`config.mk`:
```
export PLATFORM = sky130hd
export DESIGN_NAME = spi_cfg_slave
export DESIGN_NICKNAME = d
export VERILOG_FILES = /design/src/rtl/spi_cfg_pkg.sv /design/src/rtl/spi_cfg_addr_step.sv /design/src/rtl/spi_cfg_frame.sv /design/src/rtl/spi_cfg_regbank.sv /design/src/rtl/spi_cfg_slave.sv
export SDC_FILE = /design/constraint.sdc
export NUM_CORES = 1
export LEC_CHECK = 0
export ABC_AREA = 1
export ABC_CLOCK_PERIOD_IN_PS = 7290
export CELL_PAD_IN_SITES_DETAIL_PLACEMENT = 2
export CELL_PAD_IN_SITES_GLOBAL_PLACEMENT = 2
export CORE_MARGIN = 5
export CORE_UTILIZATION = 36
export CTS_BUF_LIST = sky130_fd_sc_hd__clkbuf_8
export DETAILED_ROUTE_END_ITERATION = 7
export GPL_TIMING_DRIVEN = 0
export HOLD_SLACK_MARGIN = 0.06
export PLACE_DENSITY = 0.95
export SLEW_MARGIN = 10
export SYNTH_ARGS = -nofsm -noshare
export SYNTH_HDL_FRONTEND = slang
export SYNTH_HIERARCHICAL = 1
export SYNTH_SLANG_ARGS = --single-unit
```
`constraint.sdc`:
```
create_clock -name clk -period 7.29 [get_ports clk]
set_input_delay 2.187 -clock clk [delete_from_list [all_inputs] [get_ports clk]]
set_output_delay 2.187 -clock clk [all_outputs]
set_load 0.02 [all_outputs]
```
`src/rtl/spi_cfg_pkg.sv`:
```
// Shared definitions of the serial configuration port: transfer phases,
// fixed instruction field widths, register 0 bit positions and reset values.
package spi_cfg_pkg;
    typedef enum logic [1:0] {PH_INSTR, PH_DATA, PH_DONE} phase_t;

    localparam int LADDR_W  = 13;  // address width of the long instruction
    localparam int CFG_DIR  = 7;   // read data on the shared line
    localparam int CFG_LSB  = 6;   // least significant bit first
    localparam int CFG_SRST = 5;   // soft reset, level held
    localparam int CFG_LONG = 4;   // two-byte instruction

    // Reset value of register idx; register 0 clears to all zero.
    function automatic logic [7:0] reg_default(input int idx);
        return (idx == 0) ? 8'h00 : 8'((idx * 29) ^ 90);
    endfunction
endpackage

```
`src/rtl/spi_cfg_addr_step.sv`:
```
// Byte address generator: moves the address one step up or down and
// saturates at 0 and at TOP_ADDR. It assumes that addresses above
// TOP_ADDR have no register and stay where they are when counting up.
module spi_cfg_addr_step
    import spi_cfg_pkg::*;
#(
    parameter int TOP_ADDR = 31
) (
    input  logic [LADDR_W-1:0] cur,
    input  logic               up,
    output logic [LADDR_W-1:0] nxt
);
    localparam logic [LADDR_W-1:0] TOP = LADDR_W'(TOP_ADDR);

    // Pick the next address and hold it at either limit.
    always_comb begin
        if (up) nxt = (cur < TOP) ? cur + 1'b1 : cur;
        else    nxt = (cur != '0) ? cur - 1'b1 : cur;
    end
endmodule

```
`src/rtl/spi_cfg_frame.sv`:
```
// Transfer sequencer: collects the instruction, counts data bits and
// bytes, and issues register writes and read selections. It assumes that
// `rise` marks one clk cycle per serial-clock rising edge while csb is low.
// Chip select high clears all state, which drops any partial byte.
module spi_cfg_frame
    import spi_cfg_pkg::*;
#(
    parameter int NUM_REGS = 32
) (
    input  logic               clk,
    input  logic               rst_n,
    input  logic               csb,
    input  logic               rise,
    input  logic               din,
    input  logic               lsb_first,
    input  logic               long_ins,
    output logic               wr_en,
    output logic [LADDR_W-1:0] wr_addr,
    output logic [7:0]         wr_data,
    output logic               rd_active,
    output logic [LADDR_W-1:0] rd_addr,
    output logic [2:0]         rd_bit_sel
);
    phase_t             phase;
    logic [3:0]         cnt;
    logic [15:0]        ins, ins_nxt;
    logic [2:0]         bcnt, data_pos;
    logic [7:0]         dbyte, dbyte_nxt;
    logic               rw, dec_rw;
    logic [1:0]         left, dec_n;
    logic [LADDR_W-1:0] addr, dec_addr, addr_nxt;
    logic [3:0]         ins_last, ins_pos;
    logic               byte_end;

    // Place the incoming instruction bit according to the current order.
    always_comb begin
        ins_last = long_ins ? 4'd15 : 4'd7;
        ins_pos  = lsb_first ? cnt : (ins_last - cnt);
        ins_nxt  = ins;
        ins_nxt[ins_pos] = din;
    end

    // Split the completed instruction into direction, count and address.
    always_comb begin
        if (long_ins) begin
            dec_rw   = ins_nxt[15];
            dec_n    = ins_nxt[14:13];
            dec_addr = ins_nxt[12:0];
        end else begin
            dec_rw   = ins_nxt[7];
            dec_n    = ins_nxt[6:5];
            dec_addr = {{(LADDR_W-5){1'b0}}, ins_nxt[4:0]};
        end
    end

    // Place the incoming data bit and flag the last bit of a byte.
    always_comb begin
        data_pos  = lsb_first ? bcnt : (3'd7 - bcnt);
        dbyte_nxt = dbyte;
        dbyte_nxt[data_pos] = din;
        byte_end  = rise && (phase == PH_DATA) && (bcnt == 3'd7);
    end

    spi_cfg_addr_step #(.TOP_ADDR(NUM_REGS - 1)) u_step (
        .cur (addr),
        .up  (lsb_first),
        .nxt (addr_nxt)
    );

    assign wr_en      = byte_end && !rw;
    assign wr_addr    = addr;
    assign wr_data    = dbyte_nxt;
    assign rd_active  = (phase == PH_DATA) && rw;
    assign rd_addr    = addr;
    assign rd_bit_sel = data_pos;

    // Sequence the instruction and data phases of one framed transfer.
    always_ff @(posedge clk) begin
        if (!rst_n || csb) begin
            phase <= PH_INSTR;
            cnt   <= '0;
            ins   <= '0;
            bcnt  <= '0;
            dbyte <= '0;
            rw    <= 1'b0;
            left  <= '0;
            addr  <= '0;
        end else if (rise) begin
            case (phase)
                PH_INSTR: begin
                    ins <= ins_nxt;
                    if (cnt == ins_last) begin
                        phase <= PH_DATA;
                        cnt   <= '0;
                        bcnt  <= '0;
                        rw    <= dec_rw;
                        left  <= dec_n;
                        addr  <= dec_addr;
                    end else begin
                        cnt <= cnt + 1'b1;
                    end
                end
                PH_DATA: begin
                    dbyte <= dbyte_nxt;
                    bcnt  <= bcnt + 1'b1;
                    if (bcnt == 3'd7) begin
                        addr <= addr_nxt;
                        if (left == 2'd0) phase <= PH_DONE;
                        else              left  <= left - 1'b1;
                    end
                end
                default: ;
            endcase
        end
    end

    // Counting down never raises the address.
    assert_step_down_R3: assert property (@(posedge clk) disable iff (!rst_n)
        (byte_end && !lsb_first) |=> (addr <= $past(addr)));
    // Counting up never lowers the address within a frame.
    assert_step_up_R4: assert property (@(posedge clk) disable iff (!rst_n)
        (byte_end && lsb_first) |=> (csb || addr >= $past(addr)));
    // Counting up from the top register keeps the address.
    assert_top_hold_R5: assert property (@(posedge clk) disable iff (!rst_n)
        (byte_end && lsb_first && addr == LADDR_W'(NUM_REGS - 1))
        |=> (csb || addr == $past(addr)));
    // No write is issued while the frame is closed.
    assert_no_write_idle_R11: assert property (@(posedge clk) disable iff (!rst_n)
        csb |-> !wr_en);
endmodule

```
`src/rtl/spi_cfg_regbank.sv`:
```
// Register bank: NUM_REGS byte registers with synchronous reset. Soft reset
// is held while register 0 bit CFG_SRST is set and spares register 0 and
// KEEP_REG. Addresses at or above NUM_REGS read as zero and ignore writes.
module spi_cfg_regbank
    import spi_cfg_pkg::*;
#(
    parameter int NUM_REGS = 32,
    parameter int KEEP_REG = 4
) (
    input  logic                  clk,
    input  logic                  rst_n,
    input  logic                  wr_en,
    input  logic [LADDR_W-1:0]    wr_addr,
    input  logic [7:0]            wr_data,
    input  logic [LADDR_W-1:0]    rd_addr,
    output logic [7:0]            rd_data,
    output logic [7:0]            cfg,
    output logic [NUM_REGS*8-1:0] view
);
    localparam int IDX_W = (NUM_REGS > 1) ? $clog2(NUM_REGS) : 1;

    logic [7:0] regs [NUM_REGS];

    // Update every register from reset, soft reset or a host write.
    always_ff @(posedge clk) begin
        for (int i = 0; i < NUM_REGS; i++) begin
            if (!rst_n)
                regs[i] <= reg_default(i);
            else if (i != 0 && i != KEEP_REG && regs[0][CFG_SRST])
                regs[i] <= reg_default(i);
            else if (wr_en && wr_addr == LADDR_W'(i))
                regs[i] <= wr_data;
        end
    end

    // Select read data, returning zero for empty addresses.
    always_comb begin
        if (rd_addr < LADDR_W'(NUM_REGS)) rd_data = regs[rd_addr[IDX_W-1:0]];
        else                              rd_data = 8'h00;
    end

    assign cfg = regs[0];

    for (genvar g = 0; g < NUM_REGS; g++) begin : g_view
        assign view[g*8 +: 8] = regs[g];
    end

    for (genvar g = 1; g < NUM_REGS; g++) begin : g_srst_chk
        if (g != KEEP_REG) begin : g_held
            // A held soft reset leaves the register at its reset value.
            assert_srst_default_R9: assert property (@(posedge clk) disable iff (!rst_n)
                regs[0][CFG_SRST] |=> (regs[g] == reg_default(g)));
        end
    end

    // A write to an empty address leaves the whole bank unchanged.
    assert_oob_write_ignored_R10: assert property (@(posedge clk) disable iff (!rst_n)
        (wr_en && wr_addr >= LADDR_W'(NUM_REGS) && !regs[0][CFG_SRST]) |=> $stable(view));
endmodule

```
`src/rtl/spi_cfg_slave.sv`:
```
// Top of the serial configuration port. It detects serial-clock rising
// edges in the clk domain and connects the sequencer to the register bank.
// It steers read data to one of two pins. It assumes that sclk, csb and
// sdio_in are synchronous to clk and that each serial-clock phase lasts at
// least two clk cycles.
module spi_cfg_slave
    import spi_cfg_pkg::*;
#(
    parameter int NUM_REGS = 32,
    parameter int KEEP_REG = 4
) (
    input  logic                  clk,
    input  logic                  rst_n,
    input  logic                  sclk,
    input  logic                  csb,
    input  logic                  sdio_in,
    output logic                  sdio_out,
    output logic                  sdio_oe,
    output logic                  sdo_out,
    output logic                  sdo_oe,
    output logic [NUM_REGS*8-1:0] reg_view
);
    logic               sclk_q, rise, drive, rd_bit;
    logic               wr_en, rd_active;
    logic [LADDR_W-1:0] wr_addr, rd_addr;
    logic [7:0]         wr_data, rd_data, cfg;
    logic [2:0]         rd_bit_sel;

    // Remember the previous serial clock level for edge detection.
    always_ff @(posedge clk) begin
        if (!rst_n) sclk_q <= 1'b0;
        else        sclk_q <= sclk;
    end

    assign rise = sclk && !sclk_q && !csb;

    spi_cfg_frame #(.NUM_REGS(NUM_REGS)) u_frame (
        .clk        (clk),
        .rst_n      (rst_n),
        .csb        (csb),
        .rise       (rise),
        .din        (sdio_in),
        .lsb_first  (cfg[CFG_LSB]),
        .long_ins   (cfg[CFG_LONG]),
        .wr_en      (wr_en),
        .wr_addr    (wr_addr),
        .wr_data    (wr_data),
        .rd_active  (rd_active),
        .rd_addr    (rd_addr),
        .rd_bit_sel (rd_bit_sel)
    );

    spi_cfg_regbank #(.NUM_REGS(NUM_REGS), .KEEP_REG(KEEP_REG)) u_bank (
        .clk     (clk),
        .rst_n   (rst_n),
        .wr_en   (wr_en),
        .wr_addr (wr_addr),
        .wr_data (wr_data),
        .rd_addr (rd_addr),
        .rd_data (rd_data),
        .cfg     (cfg),
        .view    (reg_view)
    );

    // Steer the selected read bit to the pin chosen by the direction bit.
    always_comb begin
        drive    = rd_active && !csb;
        rd_bit   = rd_data[rd_bit_sel];
        sdo_oe   = drive && !cfg[CFG_DIR];
        sdio_oe  = drive && cfg[CFG_DIR];
        sdo_out  = sdo_oe && rd_bit;
        sdio_out = sdio_oe && rd_bit;
    end

    // Both pins are released while the frame is closed.
    assert_idle_hiz_R6: assert property (@(posedge clk) disable iff (!rst_n)
        csb |-> (!sdo_oe && !sdio_oe));
    // Never both pins driven.
    assert_one_driver_R6: assert property (@(posedge clk) disable iff (!rst_n)
        $onehot0({sdo_oe, sdio_oe}));
    // Read data only moves after a serial-clock rising edge.
    assert_hold_between_edges_R7: assert property (@(posedge clk) disable iff (!rst_n)
        (drive && $past(drive) && !$past(rise)) |-> ($stable(sdo_out) && $stable(sdio_out)));
endmodule

```
==> flow_summary_export.csv <==
group,metric,value,unit
clock_network,holdBufCountCts,0,
power,p_int,2.74,mW
critical_path,cp.required,5.10,ns
layout,nets,2237,
route,routed_wl,92000,µm
hold_path,hold_depth,2,
hold_path,hp-class,"reg -> reg",
run,max_cap_viol_count,0,
timing,slew_viol_final,0,
power,p_clk_frac,0.393,
synthesis,seq_area_frac_synth,0.542,
placed_design,postPlaceCellArea,0.0194,mm²
clock_network,cts_setup_buffers,0,
synthesis,synthTopCellsByArea,"edfxtp_1 48%, nand2_1 15%, nand3_1 7.2%",
synthesis,yosysWarnings,6,
floorplanning,rows,77,
hold_path,hp-start,"u_frame/ins[14]$_SDFFE_PP0P_",
synthesis,synth_top_area_frac,0.479,
layout,postLayoutCellArea,0.0203,mm²
grt,grt_max_degree,14,
timing,fin_setup_tns,0,ns
critical_path,startpoint,"u_frame/rd_addr[1]$_SDFFE_PP0P_",
route,via_per_inst,5.94,
route,drt_iter0_drc,2082,
power,p_switching,1.08,mW
clock_network,cts_buffers,55,
placed_design,routabilityCongestion,0.952,
timing,whs,0.500,ns
power,swShare,0.283,
grt,grt_pass1_wl,132000,µm
power,comb_power_share,0.089,
grt,grt_usage,0.361,
synthesis,syn-num-nets,1916,
route,dr.pass1.iters,7,
synthesis,ys_ff_latch,306,
critical_path,rr_startpoint,"sclk_q$_SDFF_PN0_",
layout,drive_gt1_frac,0.106,
critical_path,crit_fanout,10,
layout,multi_input_area,0.00611,mm²
critical_path,worstPathArrival,4.47,ns
timing,post-route-min-period,6.66,ns
synthesis,yosysUniqueCellTypes,46,
layout,register_area,0.00869,mm²
timing,tightest_slew,1.42,ns
clock_network,clock_path_buffers,3,
clock_network,clock_latency,0.68,ns
timing,rsz0062_at_grt,"no",
clock_network,root_buffer,"clkbuf_8",
synthesis,synth_area_leader_cell,"edfxtp_1",
placed_design,hpwl,65200,µm
power,power.total,3.82,mW
floorplanning,die-height,221,µm
route,dr_total_vias,16900,
grt,grt-ovfl-total,0,
floorplanning,io_pins,265,
layout,layout_commonest_cell,"nand2_1",
layout,final_util,0.461,
power,p_per_area,188,mW/mm²
clock_network,cts_tree,"done",
timing,max_freq,0.150,GHz
route,postRouteAntennaNets,0,
route,drc,0,
timing,final-setup-viol-count,0,
critical_path,worstSetupPathType,"reg -> out",
synthesis,syn_inst,1905,
power,ir_drop,0.126,mV
timing,max-slew-margin-rel,0.0566,
floorplanning,die_area,0.0489,mm²
grt,antenna_found_initial,0,
critical_path,rr_worst_depth,14,
floorplanning,die_w,221,µm
run_status,outcome,"completed",
clock_network,path_clk_slew,0.06,ns
layout,fillers,4903,
grt,grt_pass1_vias,18400,
synthesis,synth.cell_area,0.0160,mm²
timing,finalCritPeriodShare,0.913,
route,wire_per_inst,32.2,µm
critical_path,cp-end-kind,"primary output",
power,seqPwrFrac,0.518,
floorplanning,initial_core_util,0.363,
clock_network,cts.sink_count,306,
timing,hold_viol_final,0,
layout,final_cell_mix,"623 x nand2_1, 264 x clkdlybuf4s50_1, 256 x edfxtp_1",
critical_path,cp-start-kind,"flop",
power,power_leakage,7.95,nW
clock_network,cts_max_level,2,
placed_design,io_buffers,264,
floorplanning,core_area,0.0441,mm²
layout,areaGrowthSynthToFinish,26.8,%
clock_network,post_cts_resized,0,
timing,finClkSkew,0.0395,ns
synthesis,avgSynthCellArea,8.42,µm²
-- path summary, 6_finish.rpt --
kind / endpoint / slack [ns]
worst max-delay path: sdo_out / 0.63
worst min-delay path: u_frame/ins[14]$_SDFFE_PP0P_ / 0.50
worst max register to register: u_bank/regs[8][5]$_SDFFCE_PN1P_ / 2.91
worst min register to register: u_frame/ins[14]$_SDFFE_PP0P_ / 0.50
-- final cells by class --
cell class                 instances  share of cell area
sequential                       306               0.428
multi-input combinational       1323               0.301
timing repair buffer             264               0.130
clock buffer                      56              0.0379
tap                              592              0.0364
buffer                           123              0.0319
inverter                         153              0.0286
clock inverter                    34             0.00659
antenna                            1            0.000123
-- cell families after synthesis --
logic type,Yosys count,synth area share
xor+xnor,10,0.00804
simple gates,1164,0.318
compound gates,143,0.0505
flops,306,0.542
buf+inv,276,0.0767
fa+ha+maj,6,0.00468
-- critical path: stages (launching register included) --
cell	delay, ns
dfxtp_1	0.76
inv_2	0.29
clkbuf_1	0.47
nand3_1	0.32
nand3_1	0.15
nand2_1	0.20
nand2_1	0.09
nand3_1	0.15
nand2_1	0.07
nor2_1	0.13
inv_1	0.08
nand2_1	0.07
nand3_1	0.07
nand3_1	0.09
nand2_1	0.12
nor2_1	0.12
clkdlybuf4s50_1	0.63
-- registers in the layout, indices dropped and copies added, names as in the netlist --
signal and count:
sclk_q 1, u_bank/regs 256, u_frame/bcnt 3, u_frame/cnt 4
u_frame/dbyte 8, u_frame/ins 16, u_frame/left 2, u_frame/phase 2
u_frame/rd_addr 13, u_frame/rw 1
-- layer usage --
layer,routed length (µm),share of wire,vias to the layer above,global-route usage
met3,8840,0.096,430,0.0942
met5,0,0,-,0
li1,-,-,6837,-
met4,7330,0.080,0,0.232
met1,31500,0.34,8428,0.403
met2,44300,0.48,1241,0.613
-- Yosys cell counts (all sizes together) --
library cell / n
edfxtp: 256
nand2: 644
ha: 6
xor2: 8
o211a: 1
o21ai: 71
a41oi: 1
inv: 149
o21bai: 6
a21oi: 43
and2: 1
xnor2: 2
nor3b: 1
or2: 1
nor4: 4
buf: 75
nor3: 9
a221oi: 1
nand3: 233
clkbuf: 48
clkinv: 4
o211ai: 20
nand4: 5
dfxtp: 50
nor2: 266
-- power by group through the flow --
stage               Sequential, mW  Combinational, mW  Clock, mW
global route                  1.98              0.351       1.60
CTS                           1.98              0.335       1.51
global placement              2.01              0.309          0
detailed placement            2.01              0.327          0
finish                        1.98              0.340       1.50
floorplan                     2.04              0.118          0
-- through the flow --
step	instances	setup WS, ns
global route	2851	0.544
floorplan	1905	1.98
CTS	2851	0.766
global placement	2761	0.890
detailed placement	2761	0.822
finish	2852	0.631
Power figures use the tool's default switching activity.
